==> src/rtl/irq_ctrl_pkg.sv <==
`timescale 1ns/1ps
package irq_ctrl_pkg;
    localparam int NUM_IRQ = 8;
    localparam int DATA_W  = 8;

    typedef enum logic [2:0] {
        ADDR_MASK = 3'd0,
        ADDR_TRIG = 3'd1,
        ADDR_BASE = 3'd2,
        ADDR_CTRL = 3'd3,
        ADDR_EOI  = 3'd4
    } reg_addr_e;

    localparam logic [1:0] SEL_IRR = 2'd0;
    localparam logic [1:0] SEL_ISR = 2'd1;
    localparam logic [1:0] SEL_IMR = 2'd2;
endpackage

==> src/rtl/irq_prio_pick.sv <==
`timescale 1ns/1ps
module irq_prio_pick #(
    parameter int N     = 8,
    parameter int IDX_W = $clog2(N)
) (
    input  logic [N-1:0]     vec,
    output logic             found,
    output logic [IDX_W-1:0] idx
);
    // lowest set index wins
    always_comb begin
        idx = '0;
        for (int i = N - 1; i >= 0; i--) begin
            if (vec[i]) idx = IDX_W'(i);
        end
    end
    assign found = |vec;
endmodule

==> src/rtl/irq_req_reg.sv <==
`timescale 1ns/1ps
module irq_req_reg #(
    parameter int N = 8
) (
    input  logic         clk,
    input  logic         rst_n,
    input  logic [N-1:0] irq,
    input  logic [N-1:0] mask,
    input  logic [N-1:0] edge_mode,
    input  logic [N-1:0] ack_clr,
    output logic [N-1:0] irr_q
);
    typedef struct packed {
        logic [N-1:0] irr;
        logic [N-1:0] prev;
    } req_st_t;

    req_st_t r_d, r_q;
    logic [N-1:0] rise;

    always_comb begin
        r_d      = r_q;
        rise     = irq & ~r_q.prev;
        r_d.prev = irq;
        for (int i = 0; i < N; i++) begin
            if (mask[i])
                r_d.irr[i] = 1'b0;
            else if (edge_mode[i])
                r_d.irr[i] = (r_q.irr[i] & ~ack_clr[i]) | rise[i];
            else
                r_d.irr[i] = irq[i];
        end
    end

    always_ff @(posedge clk) begin
        if (!rst_n) begin
            r_q.irr  <= '0;
            r_q.prev <= '1;
        end else begin
            r_q <= r_d;
        end
    end

    assign irr_q = r_q.irr;

    assert_mask_clears_R2: assert property (@(posedge clk) disable iff (!rst_n)
        ((r_q.irr & $past(mask)) == '0));

    assert_edge_holds_R4: assert property (@(posedge clk) disable iff (!rst_n)
        1'b1 |=> (($past(r_q.irr & edge_mode & ~mask & ~ack_clr) & ~r_q.irr) == '0));
endmodule

==> src/rtl/irq_ctrl8.sv <==
`timescale 1ns/1ps
module irq_ctrl8 import irq_ctrl_pkg::*; #(
    parameter int N  = NUM_IRQ,
    parameter int DW = DATA_W
) (
    input  logic          clk,
    input  logic          rst_n,
    input  logic [N-1:0]  irq,
    input  logic          inta,
    input  logic          wr_en,
    input  logic [2:0]    wr_addr,
    input  logic [DW-1:0] wr_data,
    input  logic [1:0]    rd_sel,
    output logic [DW-1:0] rd_data,
    output logic          int_req,
    output logic [DW-1:0] vec_out
);
    localparam int IDX_W = $clog2(N);

    typedef struct packed {
        logic [N-1:0]  imr;
        logic [N-1:0]  trig;
        logic [N-1:0]  isr;
        logic [DW-1:0] base;
        logic [DW-1:0] vec;
        logic          sp8;
        logic          aeoi;
    } ctl_st_t;

    ctl_st_t s_d, s_q;

    logic [N-1:0]     irr_q;
    logic [N-1:0]     ack_clr;
    logic             irr_found, isr_found;
    logic [IDX_W-1:0] irr_idx, isr_idx;
    logic             ack_ok, eoi;
    logic [IDX_W-1:0] vec_idx;

    irq_req_reg #(.N(N)) u_req (
        .clk      (clk),
        .rst_n    (rst_n),
        .irq      (irq),
        .mask     (s_q.imr),
        .edge_mode(s_q.trig),
        .ack_clr  (ack_clr),
        .irr_q    (irr_q)
    );

    irq_prio_pick #(.N(N), .IDX_W(IDX_W)) u_pick_irr (
        .vec(irr_q), .found(irr_found), .idx(irr_idx)
    );

    irq_prio_pick #(.N(N), .IDX_W(IDX_W)) u_pick_isr (
        .vec(s_q.isr), .found(isr_found), .idx(isr_idx)
    );

    assign int_req = irr_found && (!isr_found || (irr_idx < isr_idx));
    assign ack_ok  = inta && int_req;
    assign eoi     = wr_en && (wr_addr == ADDR_EOI);
    assign ack_clr = ack_ok ? (N'(1) << irr_idx) : '0;
    assign vec_idx = ack_ok ? irr_idx : IDX_W'(N - 1);

    always_comb begin
        s_d = s_q;
        if (wr_en) begin
            case (wr_addr)
                ADDR_MASK: s_d.imr  = wr_data[N-1:0];
                ADDR_TRIG: s_d.trig = wr_data[N-1:0];
                ADDR_BASE: s_d.base = wr_data;
                ADDR_CTRL: begin
                    s_d.sp8  = wr_data[0];
                    s_d.aeoi = wr_data[1];
                end
                default: ;
            endcase
        end
        if (eoi && isr_found) s_d.isr[isr_idx] = 1'b0;
        if (ack_ok && !s_q.aeoi) s_d.isr[irr_idx] = 1'b1;
        if (inta) s_d.vec = s_q.base + (DW'(vec_idx) << (s_q.sp8 ? 3 : 2));
    end

    always_ff @(posedge clk) begin
        if (!rst_n) begin
            s_q.imr  <= '1;
            s_q.trig <= '0;
            s_q.isr  <= '0;
            s_q.base <= '0;
            s_q.vec  <= '0;
            s_q.sp8  <= 1'b0;
            s_q.aeoi <= 1'b0;
        end else begin
            s_q <= s_d;
        end
    end

    always_comb begin
        case (rd_sel)
            SEL_IRR: rd_data = DW'(irr_q);
            SEL_ISR: rd_data = DW'(s_q.isr);
            SEL_IMR: rd_data = DW'(s_q.imr);
            default: rd_data = '0;
        endcase
    end

    assign vec_out = s_q.vec;

    assert_int_has_pending_R5: assert property (@(posedge clk) disable iff (!rst_n)
        int_req |-> (irr_q != '0));

    assert_ack_enters_service_R6: assert property (@(posedge clk) disable iff (!rst_n)
        (inta && int_req && !s_q.aeoi && !eoi) |=>
        ($countones(s_q.isr) == $countones($past(s_q.isr)) + 1));

    assert_spurious_keeps_isr_R7: assert property (@(posedge clk) disable iff (!rst_n)
        (inta && !int_req && !eoi) |=> $stable(s_q.isr));

    assert_eoi_clears_one_R9: assert property (@(posedge clk) disable iff (!rst_n)
        (eoi && !inta && (s_q.isr != '0)) |=>
        ($countones(s_q.isr) == $countones($past(s_q.isr)) - 1));

    assert_auto_eoi_no_service_R10: assert property (@(posedge clk) disable iff (!rst_n)
        (inta && s_q.aeoi && !eoi) |=> $stable(s_q.isr));
endmodule

==> config.mk <==
export PLATFORM = sky130hd
export DESIGN_NAME = irq_ctrl8
export DESIGN_NICKNAME = d
export VERILOG_FILES = /design/src/rtl/irq_ctrl_pkg.sv /design/src/rtl/irq_prio_pick.sv /design/src/rtl/irq_req_reg.sv /design/src/rtl/irq_ctrl8.sv
export SDC_FILE = /design/constraint.sdc
export NUM_CORES = 1
export LEC_CHECK = 0
export ABC_AREA = 0
export BUFFER_PORTS_ARGS = -buffer_cell sky130_fd_sc_hd__buf_2
export CAP_MARGIN = 5
export CORE_ASPECT_RATIO = 0.9
export CORE_MARGIN = 3
export CORE_UTILIZATION = 54
export CTS_BUF_LIST = sky130_fd_sc_hd__clkbuf_4 sky130_fd_sc_hd__clkbuf_8
export DETAILED_ROUTE_END_ITERATION = 6
export PLACE_DENSITY_LB_ADDON = 0.3
export SLEW_MARGIN = 20
export SYNTH_ARGS = -nofsm -noshare
export SYNTH_HDL_FRONTEND = slang
export SYNTH_SLANG_ARGS = --single-unit
==> constraint.sdc <==
create_clock -name clk -period 3.5 [get_ports clk]
set_clock_uncertainty 0.2 [all_clocks]
set_input_delay 0.175 -clock clk [delete_from_list [all_inputs] [get_ports clk]]
set_output_delay 0.175 -clock clk [all_outputs]
set_load 0.02 [all_outputs]
==> reports/results.txt <==
Fin crit share = 0.9630
Post-Synthesis Cells = 364
Fin nets = 454
Fmax = 296.7 MHz
HPWL after DPL = 5.859 mm
Die W = 85.87 um
Sequential area share after synthesis = 0.3745
Relative slew slack = 0.5327
Drt initial violations = 261
Layout cells sized above 1 = 0.2272
Worst-Skew Late Latency = 0.35 ns
Num CTS Buffers = 9
Peak VDD IR = 0.0003210 V
Final WL = 8.184 mm
Unrepaired setup endpoints after global routing = false
Pwr per Cell Area = 417.2 nW/um^2
Post-synth EDFFs = 0
Pins Over Slew Limit = 0
# setup viols final = 0
Vias post-DR = 2,922
CTS sink cnt = 58
Synth Flop Type = dfxtp_1
Clock transition at the registers of the reported paths = 0.07 ns
Routed Antenna Nets = 0
FP Rows = 25
Minimum clock period = 3.370 ns
Placed Area = 3343 sq um
Finished Cell Area = 3796 sq um
YS warnings = 0
Vias in the first global route = 2,747
Gpl congestion = 0.9758
Yosys reg bits = 58
Post-synth net total = 396
DRC = 0
Initial antenna violation count = 0
Worst-path maximum fanout = 5
Kind of critical path = reg -> reg
First-pass GRT wire length = 13.25 mm
CTS root buf = clkbuf_8
Die Area = 6688 sq um
Synth cell types = 59
Worst Hold Class = in -> reg
Clock buffer depth = 2
Final setup TNS = 0 ns
Via/cell ratio = 5.915
Crit end category = flip-flop
Max-Cap Viols = 0
Grt ovf = 0
GRT Resource Usage Total = 0.2554
CTS tree = built
Initial Utilization = 0.5729
Req. time, crit path = 3.51 ns
Routed wire per std cell = 16.57 um
# diodes = 0
CP arrival = 3.38 ns
Syn Std Cell Area = 3100 sq um
Final Hold Viols = 0
Core ar. = 5411 sq um
Post-synthesis async set-or-reset flop share = 0
Height of the die = 77.89 um
IO buf count = 41
Largest net degree at the start of global routing = 42
Least-Margin Pin Slew = 0.6972 ns
DP Cell Count = 461
DR pass1 iterations = 6
Worst Setup Start Kind = flip-flop
Fillers = 426
Ports = 42
Area Overhead vs Synth = 22.44%
Status = completed
Leakage power = 1.575 nW
Final cell count without fillers = 494
Average size of a mapped cell = 8.518 sq um
H-tree levels = 3
[what timing repair did]
item / 4_1_cts / 5_1_grt
pin swaps: 1 / 5
buffers inserted: 0 / 1
hold endpoints to repair: 37 / 0
setup endpoints to repair: 1 / 3
resized for setup: 1 / 12
hold buffers: 16 / 0
[layer usage]
| metal | global-route usage | part of all wire |
|---|---|---|
| met5 | 0 | 0 |
| met3 | 0.08280 | 0.072 |
| met4 | 0.09652 | 0.026 |
| met1 | 0.3246 | 0.43 |
| met2 | 0.4006 | 0.47 |
[stage by stage]
step	hold slack (ns)	utilization	worst slack (ns)	power, mW
final	0.05424	0.7015	0.1295	1.584
after global routing	0.07178	0.7015	0.002873	1.643
after CTS	0.03467	0.6899	0.0009148	1.580
after detailed placement	0.1765	0.6178	0.005980	0.8913
after global placement	0.1687	0.6178	0.1120	0.8873
after floorplan	0.07647	-	0.06838	0.8338
[synth_stat cells, types with 3 or more instances]
cell | n | area share
o2111ai_1 | 3 | 0.0085
nor3_1 | 10 | 0.016
or3b_2 | 3 | 0.0085
inv_1 | 6 | 0.0073
nand4_1 | 3 | 0.0061
and2_1 | 3 | 0.0061
a41oi_1 | 3 | 0.0085
a21boi_1 | 3 | 0.0073
a211oi_1 | 3 | 0.0073
a21boi_0 | 13 | 0.031
buf_4 | 9 | 0.022
nor2b_1 | 22 | 0.044
a41o_1 | 4 | 0.013
o21ai_0 | 15 | 0.024
clkbuf_1 | 9 | 0.011
o21a_1 | 4 | 0.0097
xnor2_1 | 3 | 0.0085
ha_1 | 6 | 0.024
a21oi_1 | 15 | 0.024
dfxtp_1 | 58 | 0.37
nand2b_1 | 14 | 0.028
a31oi_1 | 3 | 0.0061
nand2_1 | 61 | 0.074
nor2_1 | 13 | 0.016
mux2i_1 | 23 | 0.074
nand3_1 | 14 | 0.023
[layout by cell type, fill, tap and decap left out, drive strengths merged, types with 3 or more instances in the layout]
| master | instances |
|---|---|
| inv | 7 |
| mux2i | 23 |
| a211oi | 3 |
| ha | 6 |
| dfxtp | 58 |
| a41o | 4 |
| a31oi | 3 |
| nand4 | 3 |
| nor2b | 23 |
| or3b | 3 |
| buf | 54 |
| clkbuf | 13 |
| nand2b | 14 |
| nor2 | 14 |
| nor4 | 3 |
| nand2 | 61 |
| nand3 | 15 |
| and2 | 4 |
| o21ai | 18 |
| a41oi | 3 |
| xnor2 | 3 |
| dlygate4sd3 | 16 |
| a21oi | 15 |
| o2111ai | 3 |
| a21boi | 16 |
| nor3 | 11 |
| o21a | 5 |
[power breakdown]
part	internal, mW	switching [mW]	total (mW)
clock	0.406	0.275	0.681
sequential	0.680	0.0134	0.693
combinational	0.0930	0.117	0.210
[flip-flops by register name, indices dropped and copies added (netlist names)]
name,flops
u_req.r_q,8
vec_out,8
u_req.irr_q,8
s_q,34
[cell families (layout without fill, tap and decap cells)]
logic type | count (synthesis) | after routing | synth area share
buffers and inverters | 30 | 93 | 0.05327
DFF | 58 | 58 | 0.3745
xor gates and xnor gates | 3 | 3 | 0.008476
muxes | 23 | 23 | 0.07425
and+or+nand+nor | 161 | 161 | 0.2760
adders and majority gates | 7 | 7 | 0.03067
AOI/OAI and AO/OA | 82 | 82 | 0.1828
[cell type report]
type	count	area [sq um]	share of cell area
inverter	7	28.78	0.007581
clock buffer	13	178.9	0.04713
tap	67	83.83	0.02208
multi-input combinational	276	1834	0.4832
clock inverter	3	45.04	0.01187
timing repair buffer	70	462.9	0.1220
sequential	58	1162	0.3062
[critical path, cell delays in order (launching register included)]
cell and delay (ns):
dfxtp_2 0.34, or4_4 0.56, nand3_4 0.12, inv_4 0.06
ha_4 0.25, a21oi_2 0.14, or2_4 0.17, nor2b_4 0.19
o2111ai_1 0.13, ha_1 0.31, a21o_1 0.20, a211oi_1 0.26
nor2_1 0.09, xnor2_1 0.14, a21oi_1 0.09
[worst paths after layout]
| check | startpoint | endpoint | slack, ns | depth (start not counted) |
|---|---|---|---|---|
| worst min register to register | s_q[10] | s_q[10] | 0.27 | 2 |
| worst max-delay path | u_req.irr_q[7] | vec_out[7] | 0.13 | 14 |
| worst min-delay path | wr_addr[2] | s_q[18] | 0.05 | 4 |
| worst max register to register | u_req.irr_q[7] | vec_out[7] | 0.13 | 14 |
Power figures use the tool's default switching activity.
